$ cat config.mk
export PLATFORM = sky130hd
export DESIGN_NAME = ss_access_gate
export DESIGN_NICKNAME = d
export VERILOG_FILES = /design/src/rtl/ss_gate_pkg.sv /design/src/rtl/ss_priv_filter.sv /design/src/rtl/ss_page_filter.sv /design/src/rtl/ss_access_gate.sv
export SDC_FILE = /design/constraint.sdc
export NUM_CORES = 1
export LEC_CHECK = 0
export ABC_AREA = 1
export BUFFER_PORTS_ARGS = -buffer_cell sky130_fd_sc_hd__buf_2
export CAP_MARGIN = 15
export CELL_PAD_IN_SITES_DETAIL_PLACEMENT = 0
export CELL_PAD_IN_SITES_GLOBAL_PLACEMENT = 1
export CORE_MARGIN = 2
export CORE_UTILIZATION = 26
export CTS_BUF_LIST = sky130_fd_sc_hd__clkbuf_16
export DETAILED_ROUTE_END_ITERATION = 10
export GPL_TIMING_DRIVEN = 0
export PLACE_DENSITY = 0.84
export SETUP_SLACK_MARGIN = 0.15
export SLEW_MARGIN = 20
export SYNTH_ARGS = -nofsm -noshare
export SYNTH_HDL_FRONTEND = slang
export SYNTH_SLANG_ARGS = --single-unit
export TNS_END_PERCENT = 20
$ cat constraint.sdc
create_clock -name clk -period 0.81 [get_ports clk]
set_input_delay 0.162 -clock clk [delete_from_list [all_inputs] [get_ports clk]]
set_output_delay 0.162 -clock clk [all_outputs]
set_load 0.02 [all_outputs]
$ cat src/rtl/ss_gate_pkg.sv
package ss_gate_pkg;

    typedef enum logic [2:0] {
        OP_NONE   = 3'd0,
        OP_LOAD   = 3'd1,
        OP_STORE  = 3'd2,
        OP_PUSH   = 3'd3,
        OP_POPCHK = 3'd4,
        OP_RDP    = 3'd5,
        OP_SWAP   = 3'd6,
        OP_RSVD   = 3'd7
    } op_e;

    typedef enum logic [1:0] {
        LVL_U = 2'd0,
        LVL_S = 2'd1,
        LVL_H = 2'd2,
        LVL_M = 2'd3
    } lvl_e;

    localparam int unsigned CAUSE_W      = 5;
    localparam logic [CAUSE_W-1:0] CAUSE_ST_ACCESS = 5'd7;

    function automatic logic op_is_shadow(input logic [2:0] op);
        return (op == OP_PUSH) || (op == OP_POPCHK) ||
               (op == OP_RDP)  || (op == OP_SWAP);
    endfunction

    function automatic logic op_is_plain(input logic [2:0] op);
        return (op == OP_LOAD) || (op == OP_STORE);
    endfunction

endpackage

$ cat src/rtl/ss_priv_filter.sv
module ss_priv_filter
    import ss_gate_pkg::*;
#(
    parameter int unsigned LVL_N = 4
) (
    input  logic [2:0]       op,
    input  logic [1:0]       priv,
    input  logic [LVL_N-1:0] en_vec,
    input  logic             xlat_on,
    output logic             is_shadow,
    output logic             disabled,
    output logic             priv_viol
);
    logic en_here;
    logic below_m;

    always_comb begin
        is_shadow = op_is_shadow(op);
        en_here   = en_vec[priv];
        below_m   = (priv != LVL_M);
        disabled  = is_shadow && !en_here;
        priv_viol = is_shadow && en_here &&
                    (((op == OP_SWAP) && !below_m) || (below_m && !xlat_on));
    end
endmodule

$ cat src/rtl/ss_page_filter.sv
module ss_page_filter
    import ss_gate_pkg::*;
(
    input  logic [2:0] op,
    input  logic       xlat_on,
    input  logic       page_is_ss,
    output logic       page_viol
);
    logic ss_mem;

    always_comb begin
        ss_mem    = (op == OP_PUSH) || (op == OP_POPCHK) || (op == OP_SWAP);
        page_viol = xlat_on &&
                    ((ss_mem && !page_is_ss) || (op_is_plain(op) && page_is_ss));
    end
endmodule

$ cat src/rtl/ss_access_gate.sv
module ss_access_gate
    import ss_gate_pkg::*;
#(
    parameter int unsigned TID_W = 4,
    parameter int unsigned VA_W  = 32,
    parameter int unsigned LVL_N = 4
) (
    input  logic                clk,
    input  logic                rst_n,
    input  logic                in_valid,
    input  logic [2:0]          in_op,
    input  logic [TID_W-1:0]    in_id,
    input  logic [VA_W-1:0]     in_vaddr,
    input  logic [1:0]          priv,
    input  logic [LVL_N-1:0]    ss_en,
    input  logic                xlat_on,
    input  logic                page_is_ss,
    output logic                lsu_valid,
    output logic [2:0]          lsu_op,
    output logic [TID_W-1:0]    lsu_id,
    output logic [VA_W-1:0]     lsu_vaddr,
    output logic                flt_valid,
    output logic [CAUSE_W-1:0]  flt_cause,
    output logic [TID_W-1:0]    flt_id,
    output logic [VA_W-1:0]     flt_tval,
    output logic                ill_valid,
    output logic [TID_W-1:0]    ill_id
);
    typedef struct packed {
        logic               fwd;
        logic               flt;
        logic               ill;
        logic [2:0]         op;
        logic [TID_W-1:0]   id;
        logic [VA_W-1:0]    addr;
    } verdict_t;

    verdict_t st_d, st_q;

    logic is_shadow, disabled, priv_viol, page_viol, known_op;

    ss_priv_filter #(.LVL_N(LVL_N)) u_priv (
        .op        (in_op),
        .priv      (priv),
        .en_vec    (ss_en),
        .xlat_on   (xlat_on),
        .is_shadow (is_shadow),
        .disabled  (disabled),
        .priv_viol (priv_viol)
    );

    ss_page_filter u_page (
        .op         (in_op),
        .xlat_on    (xlat_on),
        .page_is_ss (page_is_ss),
        .page_viol  (page_viol)
    );

    always_comb begin
        known_op = is_shadow || op_is_plain(in_op);
        st_d      = '0;
        st_d.op   = in_op;
        st_d.id   = in_id;
        st_d.addr = in_vaddr;
        if (in_valid && known_op) begin
            if (disabled) begin
                st_d.ill = 1'b1;
            end else if (priv_viol || page_viol) begin
                st_d.flt = 1'b1;
            end else begin
                st_d.fwd = 1'b1;
            end
        end
    end

    always_ff @(posedge clk or negedge rst_n) begin
        if (!rst_n) st_q <= '0;
        else        st_q <= st_d;
    end

    assign lsu_valid = st_q.fwd;
    assign lsu_op    = st_q.op;
    assign lsu_id    = st_q.id;
    assign lsu_vaddr = st_q.addr;
    assign flt_valid = st_q.flt;
    assign flt_cause = st_q.flt ? CAUSE_ST_ACCESS : '0;
    assign flt_id    = st_q.id;
    assign flt_tval  = st_q.addr;
    assign ill_valid = st_q.ill;
    assign ill_id    = st_q.id;


    one_verdict_chk: assert property (@(posedge clk) disable iff (!rst_n)
        $countones({lsu_valid, flt_valid, ill_valid}) <= 1);


    verdict_needs_input_chk: assert property (@(posedge clk) disable iff (!rst_n)
        (lsu_valid || flt_valid || ill_valid) |-> $past(in_valid));


    no_m_swap_fwd_chk: assert property (@(posedge clk) disable iff (!rst_n)
        (in_valid && in_op == OP_SWAP && priv == LVL_M && ss_en[priv]) |=> (flt_valid && !lsu_valid));


    plain_on_ss_page_chk: assert property (@(posedge clk) disable iff (!rst_n)
        (in_valid && op_is_plain(in_op) && xlat_on && page_is_ss) |=> flt_valid);


    disabled_is_illegal_chk: assert property (@(posedge clk) disable iff (!rst_n)
        (in_valid && op_is_shadow(in_op) && !ss_en[priv]) |=> (ill_valid && !flt_valid && !lsu_valid));


    fault_cause_chk: assert property (@(posedge clk) disable iff (!rst_n)
        flt_valid |-> (flt_cause == CAUSE_ST_ACCESS));

endmodule

==> metrics.md, run 1 <==
| Metric | Value |
|---|---|
| Synth Register Bits | between 40 and 50 |
| Max-cap violations | 0 |
| Layout cells sized above 1 | 0.768 |
| Post-synth top area cell | dfrtp_1 |
| Number of flops mapped to enable cells by yosys | 0 |
| Post-DP Area | 2420 µm² |
| Finished Cell Area | between 3000 and 4000 µm² |
| Synth top area share | 0.658 |
| Vias post-DR | about 1500 |
| Diode count | 0 |
| All-Layer GR Usage | 0.143 |
| RSZ-0062 raised after global routing | yes |
| Busiest metal layer after global routing | met2 |
| Gr ovfl total | 0 |
| PD cells | around 1600 nW/µm² |
| Remaining antenna violation count after routing | 0 |
| CTS Buf Count | 5 |
| Fin Hold WS | -146 ps |
| CP delay by family, top | flip-flops |
| Port-buffer cells | 134 |
| Setup violators final | 85 |
| Max Clk Rate | 896 MHz |
| Total routed wirelength | 5.24 mm |
| Root Driver | clkbuf_16 |
| DIE HEIGHT | slightly above 80 µm |
| CP Capture Type | primary output |
| Final Hold Vio Count | 42 |
| H-tree depth | 2 |
| GR Layer Usage met1 | 0.126 |
| Max_slew headroom | 0.659 |
| Cts hold-fix bufs | 35 |
| Status | finished, violations left |
| Core Rows | 28 |
| Initial antenna violation count | 0 |
| Clk buf depth | 2 |
| Die extent in x | approximately 82 µm |
| GRT met3 Usage | 0.0293 |
| CTS tree | yes |
| CP Launch Type | register |
| Die area | slightly below 7000 µm² |
| Starting Density | 0.270 |
| Vias in the first global route | 1500 |
| Synth unique cells | 11 |
| Net count, final | 359 |
| Area of the core | slightly below 6000 µm² |
| Max Fanout on Critical Path | 4 |
| Area grow syn2layout | 115% |
| # DRC | 0 |
| Period Utilization, post-route | 1.38 |
| Ys flop type | dfrtp_1 |
| First-pass GRT wire length | slightly above 7 mm |
| Critical Path RT | ~650 ps |
| Most common cell in the netlist | buf_4 |
| Pre-Repair DR Iteration Count | 2 |
| CTS Sinks | 42 |
| P_leak | 1.86 nW |
| HPWL Detailed | 3.17 mm |
| GPL Wtd Cong | around 0.72 |
| Yosys warnings | 0 |
| Sequential area share after synthesis | 0.658 |
| Drt via density | slightly below 4 |
| Worst Max-Slew Pin Slew | slightly above 500 ps |
| Syn Area/Cell | 12.1 µm² |
| Worst vdd ir | ~0.84 mV |
| Worst min path class | in2async |
| Slowest-stage cell, CP | dfrtp_2 |
| Place WS | -187 ps |
| Max incr delay on CP | 440 ps |
| CP Cell Sequence | buf_6 -> buf_6 |
| Wire length per cell | 13.6 µm |
| Fin crit period | between 1000 and 1500 ps |
| Mapped Cells | ~130 |
| Most frequent cells after synthesis | buf_4 (45), dfrtp_1 (42), nand2_1 (21) |
| WS Path Type | reg2out |
| Fraction of registers with async set/reset | 1.00 |
| Critical Path AT | approximately 950 ps |
| I/O Pins | ~140 |
| Initial drt markers | 14 |
| Clock slew at reported path FFs | about 60 ps |
| Bufs and invs on worst path | 2 |
| Failing checks | hold timing, setup timing |
| Largest net degree at the start of global routing | 43 |
| Synth top area cells | dfrtp_1 (66%), buf_4 (21%), nand2_1 (4.9%) |
| Post-route setup slack | -306 ps |
| Most common cell on crit path | buf_6 |
| Max-slew violations | 0 |
| GRT met2 Usage | 0.304 |
| Mapped Area | between 1500 and 2000 µm² |
how the worst max path moves through the flow:
| stage | from | to | slack [ps] | cells past startpoint |
|---|---|---|---|---|
| 2_1_floorplan | flt_valid | flt_cause[0] | 40 | 1 |
| 3_3_place_gp | rst_n | flt_valid | -160 | 1 |
| 3_5_place_dp | rst_n | flt_tval[22] | -190 | 1 |
| 5_1_grt | flt_valid | flt_cause[0] | -330 | 2 |
| 6_report | flt_valid | flt_cause[0] | -310 | 2 |
| 4_1_cts | flt_valid | flt_cause[2] | -320 | 2 |
through the flow:
stage / TNS (ps) / cells / power [mW] / utilization / hold WS [ps]
global route: -21750 / 385 / 5.81 / 0.580 / -102
global placement: -7000 / 342 / 3.26 / 0.409 / 270
detailed placement: -8180 / 342 / 3.28 / 0.409 / 271
finish: -19790 / 385 / 5.53 / 0.580 / -146
CTS: -20240 / 385 / 5.49 / 0.550 / -125
floorplan: 0 / 133 / 2.88 / - / -134
cell usage in the layout, fill, tap and decap left out:
cell	n
clkbuf_16	5
buf_4	4
nand2_1	17
dlygate4sd3_1	20
dfrtp_2	37
clkinv_2	1
nand2_2	6
clkbuf_4	1
nand3_2	2
inv_2	3
clkinvlp_4	1
dlymetal6s4s_1	15
dfrtp_1	5
nand3_1	5
clkinv_1	1
buf_2	83
nand3_4	1
a21oi_2	2
buf_6	91
nor2_1	2
inv_1	5
conb_1	2
and2_4	1
kinds of logic after synthesis:
group / Yosys count / synth area share
flip-flops: 42 / 0.658
AO/OA/AOI/OAI: 2 / 0.0110
AND/OR/NAND/NOR: 34 / 0.0987
other: 1 / 0.00235
buffers and inverters: 53 / 0.230
report_power, final:
| group | internal, mW | switching, mW | total, mW |
|---|---|---|---|
| clock | 1.12 | 0.715 | 1.84 |
| combinational | 0.751 | 0.629 | 1.38 |
| sequential | 2.23 | 0.0875 | 2.31 |
layout make-up:
type                       count  area [µm²]
inverter                       8        30.0
buffer                        45         499
clock buffer                   5         125
tap                           75        93.8
sequential                    42        1100
multi-input combinational     38         205
fill                         459        2490
timing repair buffer         169        1370
clock inverter                 3        16.3
registers in the layout (all words and copies together), names as in the netlist:
| name | flops |
|---|---|
| flt_tval | 32 |
| flt_valid | 1 |
| lsu_valid | 1 |
| lsu_op | 3 |
| flt_id | 4 |
| ill_valid | 1 |
routing by layer:
layer / routed length [µm] / vias to the layer above
met5: 0 / -
met4: 80 / 0
met3: 404 / 8
met2: 3050 / 85
met1: 1700 / 689
li1: - / 712
repair_timing:
| item | in CTS | in global routing |
|---|---|---|
| setup endpoints to repair | 123 | 102 |
| pin swaps | 0 | 9 |
| resized for setup | 103 | 61 |
| endpoints found under the hold margin | 77 | 42 |
| buffers inserted | 0 | 0 |
Note: power is estimated with default switching activity, not from simulation.
==> run 2, diff against run 1 <==
CORE_ASPECT_RATIO = 0.9   (was default)
==> run 2 against run 1 <==
The flow still finishes with violations (hold timing, setup timing). Sequential share of layout area increased by 0.14 points. Global-route usage decreased by 1.4 points. Power about the same. Flip-flop and latch count unchanged. Final cell count decreased by 0.52%. Count of clock-buffer cells in the layout unchanged. Final area decreased by 0.44%. Worst setup slack got worse by 0.68 ps. Critical path depth unchanged. Critical path type unchanged. Critical endpoint is now flt_cause[1]. Highest routed layer unchanged.
==> metrics.md, run 2 (synthesis results as in run 1) <==
| Metric | Value |
|---|---|
| Status | finished, violations left |
| Failing checks | hold timing, setup timing |
| CP Capture Type | primary output |
| Vias post-DR | 1473 |
| Largest net degree at the start of global routing | between 40 and 50 |
| Root Driver | clkbuf_16 |
| Period Utilization, post-route | 1.38 |
| Layout Utilization | 0.568 |
| CTS tree | yes |
| Max reg flops | 32 |
| # DRC | 0 |
| All-Layer GR Usage | 0.129 |
| Clk buf depth | 2 |
| Critical Path RT | about 650 ps |
| Wire length per cell | around 13 µm |
| Max Clk Rate | roughly 900 MHz |
| Post-DP Area | around 2400 µm² |
| Vias in the first global route | 1400 |
| Tot Pwr | about 5.5 mW |
| Post CTS Setup Buffer Count | 0 |
| Initial antenna violation count | 0 |
| Core Rows | 27 |
| Cts hold-fix bufs | 36 |
| Clock slew at reported path FFs | ~60 ps |
| Max-cap violations | 0 |
| Worst Max-Slew Pin Slew | 517 ps |
| Fin crit period | around 1100 ps |
| Starting Density | 0.266 |
| Layout cells sized above 1 | 0.768 |
| CTS Buf Count | 5 |
| First-pass GRT wire length | 6.69 mm |
| Worst min path class | in2async |
| Finished Cell Area | roughly 3400 µm² |
| Die extent in x | approximately 87 µm |
| GPL Wtd Cong | about 0.67 |
| Die area | 6790 µm² |
| Remaining antenna violation count after routing | 0 |
| Post-route setup TNS | -19580 ps |
| Max-slew violations | 0 |
| Post-route setup slack | -306 ps |
| Total routed wirelength | roughly 4.8 mm |
| Setup violators final | 85 |
| WS Path Type | reg2out |
| Initial drt markers | 10 |
| PD cells | roughly 1600 nW/µm² |
| Critical Path AT | approximately 950 ps |
| Final Hold Vio Count | 42 |
| Max_slew headroom | 0.655 |
| DIE HEIGHT | a little under 80 µm |
| Fin Hold WS | -132 ps |
| CTS Sinks | 42 |
| Worst vdd ir | between 0.6 and 0.7 mV |
| Commonest non-fill, non-tap cell in the layout | buf_6 |
| I/O Pins | about 140 |
| Net count, final | 360 |
| Pre-Repair DR Iteration Count | 2 |
| HPWL Detailed | 2.95 mm |
| Max Fanout on Critical Path | 4 |
| Drt via density | roughly 3.8 |
| CP Launch Type | register |
| Diode count | 0 |
| Most frequent cells in the layout | buf_6 (88), buf_2 (85), dfrtp_2 (37) |
| RSZ-0062 raised after global routing | yes |
| Area grow syn2layout | 114% |
| P_leak | approximately 1.8 nW |
| Area of the core | ~6000 µm² |
| Port-buffer cells | roughly 130 |
| Gr ovfl total | 0 |
| H-tree depth | 2 |
## run 2: cell types whose count changed in the layout (fill, tap and decap cells not counted)
cell            before  now
dlygate4sd3_1       20   30
inv_4                0    2
dlymetal6s4s_1      15    6
buf_6               91   88
inv_2                3    1
a21oi_4              0    1
buf_2               83   85
a21oi_2              2    1
nand3_1              5    4
clkbuf_4             1    2
nand3_2              2    3
## run 2: worst max path at each step
stage	start	endpoint	slack (ps)	cells after the start
global route	flt_valid	flt_cause[1]	-330	2
finish	flt_valid	flt_cause[1]	-310	2
detailed placement	rst_n	flt_valid	-210	1
floorplan	flt_valid	flt_cause[0]	40	1
CTS	flt_valid	flt_cause[0]	-310	2
global placement	rst_n	flt_tval[19]	-190	1
## run 2: repair_timing
action / CTS / global route
pin swaps: 0 / 5
resized for setup: 107 / 46
endpoints found under the setup margin: 124 / 94
hold endpoints to repair: 78 / 42
## run 2: metal layers
layer  vias up  track usage  routed length [µm]
met5         -            0                   0
met4         0       0.0641                 108
met3         8       0.0315                 391
met2        85        0.241                2580
met1       668        0.132                1720
li1        712            -                   -
## run 2: where the power goes
group          internal (mW)  leakage, nW  switching (mW)
sequential              2.23        0.457          0.0796
clock                   1.12       0.0672           0.736
combinational          0.742         1.26           0.628
## run 2: cell type report
class | count | area [µm²]
sequential | 42 | 1100
clock buffer | 5 | 125
timing repair buffer | 170 | 1340
inverter | 8 | 35.0
tap | 72 | 90.1
multi-input combinational | 38 | 218
fill | 471 | 2590
buffer | 45 | 499
clock inverter | 3 | 16.3
## run 2: critical path: stages, from the launching register on
cell and delay [ps]:
dfrtp_2 430, buf_6 130, buf_6 120
## run 2: metrics by stage
step                      cells  hold slack, ps  worst slack, ps
after floorplan             133            -134             41.7
after global placement      339             270             -188
after detailed placement    339             271             -215
after CTS                   383            -119             -313
after global routing        383           -98.6             -332
final                       383            -132             -306
==> run 3, diff against run 2 <==
SETUP_SLACK_MARGIN = default   (was 0.15)
==> run 3 against run 2 <==
The run still ends with hold timing, setup timing left. Final cell count did not move. Global-route usage rose by 0.24 points. Worst setup slack improved by 2.9 ps. Power rose by 5.0%. Largest cell class unchanged. Count of clock-buffer cells in the layout did not move. Largest power group unchanged. Clock power rose by 19%. Utilization fell by 2.4 points.
==> metrics.md, run 3 (synthesis results as in run 1) <==
| Metric | Value |
|---|---|
| Status | finished, violations left |
| Failing checks | hold timing, setup timing |
| Post-route setup slack | -304 ps |
| Finished Cell Area | between 3000 and 4000 µm² |
| Area grow syn2layout | 105% |
| Area of the core | 6010 µm² |
| CP Capture Type | primary output |
| P_int | 4.37 mW |
| Tot Pwr | between 5 and 6 mW |
| Logic pwr share | 0.225 |
| RSZ-0062 raised after global routing | yes |
| Core Rows | 27 |
| GPL Wtd Cong | between 0.7 and 0.8 |
| Wire length per cell | between 10 and 15 µm |
| Max incr delay on CP | 440 ps |
| Commonest non-fill, non-tap cell in the layout | buf_2 |
| Max Clk Rate | ~900 MHz |
| CP delay by family, top | flip-flops |
| WS Path Type | reg2out |
| PD cells | about 1800 nW/µm² |
| Clk pwr share | 0.382 |
| Final Hold Vio Count | 42 |
| HPWL Detailed | 3.06 mm |
| Max Fanout on Critical Path | 4 |
| # DRC | 0 |
| CTS tree | yes |
| Drt via density | 3.84 |
| CP Launch Type | register |
| Vias in the first global route | ~1500 |
| Flop pwr share | 0.393 |
| CP Cell Sequence | buf_6 -> buf_6 |
| Diode count | 0 |
| Die area | 6790 µm² |
| Port-buffer cells | 134 |
| Layout cells sized above 1 | 0.627 |
| GR Layer Usage met1 | 0.128 |
| CTS Sinks | 42 |
| Slowest-stage cell, CP | dfrtp_2 |
| GRT met3 Usage | 0.0379 |
| All-Layer GR Usage | 0.132 |
| Cts hold-fix bufs | 36 |
| Max_slew headroom | 0.629 |
| Sw frac | 0.248 |
| Fin Hold WS | -97.7 ps |
| CTS Buf Count | 5 |
| Starting Density | 0.266 |
| Critical Path AT | roughly 950 ps |
| Worst Max-Slew Pin Slew | approximately 560 ps |
| Post-route setup TNS | -18820 ps |
| Root Driver | clkbuf_16 |
| P_leak | approximately 1.8 nW |
| Max-slew violations | 0 |
| Initial drt markers | 23 |
| Bufs and invs on worst path | 2 |
| Initial antenna violation count | 0 |
| Clk buf depth | 2 |
| I/O Pins | ~140 |
| H-tree depth | 2 |
| Remaining antenna violation count after routing | 0 |
| Post CTS Setup Buffer Count | 0 |
| Place WS | -157 ps |
| Clock slew at reported path FFs | ~60 ps |
| Most common cell on crit path | buf_6 |
| P_sw | 1.44 mW |
| Post-DP Area | roughly 2400 µm² |
| Most frequent cells in the layout | buf_2 (86), buf_6 (70), dfrtp_1 (41) |
| Max-cap violations | 0 |
| Busiest metal layer after global routing | met2 |
| Largest net degree at the start of global routing | 43 |
| Gr ovfl total | 0 |
| Worst min path class | in2async |
| Period Utilization, post-route | 1.37 |
| GRT met2 Usage | 0.253 |
| Worst vdd ir | about 0.74 mV |
| DIE HEIGHT | roughly 80 µm |
| Critical Path RT | 650 ps |
| Setup violators final | between 80 and 90 |
| First-pass GRT wire length | a little under 7 mm |
| Fin crit period | 1110 ps |
| Die extent in x | approximately 87 µm |
| Net count, final | 360 |
| Vias post-DR | ~1500 |
| Pre-Repair DR Iteration Count | 2 |
| Max reg flops | 32 |
| Total routed wirelength | 4.68 mm |
[run 3: cell types whose count changed in the layout (fill, tap and decap cells not counted), sizes merged]
cell	before	now
bufinv	0	1
dlymetal6s4s	6	0
buf	177	178
clkinvlp	1	0
clkbuf	7	6
inv	8	9
dlygate4sd3	30	36
clkinv	2	1
[run 3: final timing paths]
path                                 to  startpoint  cells past startpoint  slack (ps)
min in group clk              lsu_op[0]    in_op[0]                      1          40
worst min-delay path       flt_tval[29]       rst_n                      1        -100
worst max-delay path       flt_cause[1]   flt_valid                      2        -300
max in group asynchronous     flt_valid       rst_n                      1         500
[run 3: power by group through the flow]
stage                     logic [mW]  registers, mW  clock network (mW)
after CTS                       1.24           2.27                2.30
after floorplan                0.410           2.44                   0
after global routing            1.39           2.30                2.40
after global placement         0.941           2.30                   0
after detailed placement       0.953           2.30                   0
final                           1.31           2.28                2.22
[run 3: per-stage QoR]
step / util / std cells
global placement: 0.393 / 339
detailed placement: 0.393 / 339
global route: 0.545 / 383
CTS: 0.525 / 383
floorplan: - / 133
finish: 0.545 / 383
[run 3: final cells by class]
type | count | area, µm²
buffer | 45 | 432
clock buffer | 5 | 125
clock inverter | 3 | 43.8
fill | 475 | 2740
inverter | 8 | 30.0
multi-input combinational | 38 | 183
sequential | 42 | 1050
tap | 72 | 90.1
timing repair buffer | 170 | 1320
[run 3: what timing repair did]
action / 4_1_cts / 5_1_grt
resized for setup: 82 / 37
endpoints found under the hold margin: 36 / 42
endpoints found under the setup margin: 85 / 85
[run 3: layer usage]
layer	vias up	share of wire	wire, µm
met5	-	0	0
met4	0	0.019	89
met3	8	0.089	418
met2	82	0.55	2560
met1	670	0.34	1610
li1	711	-	-
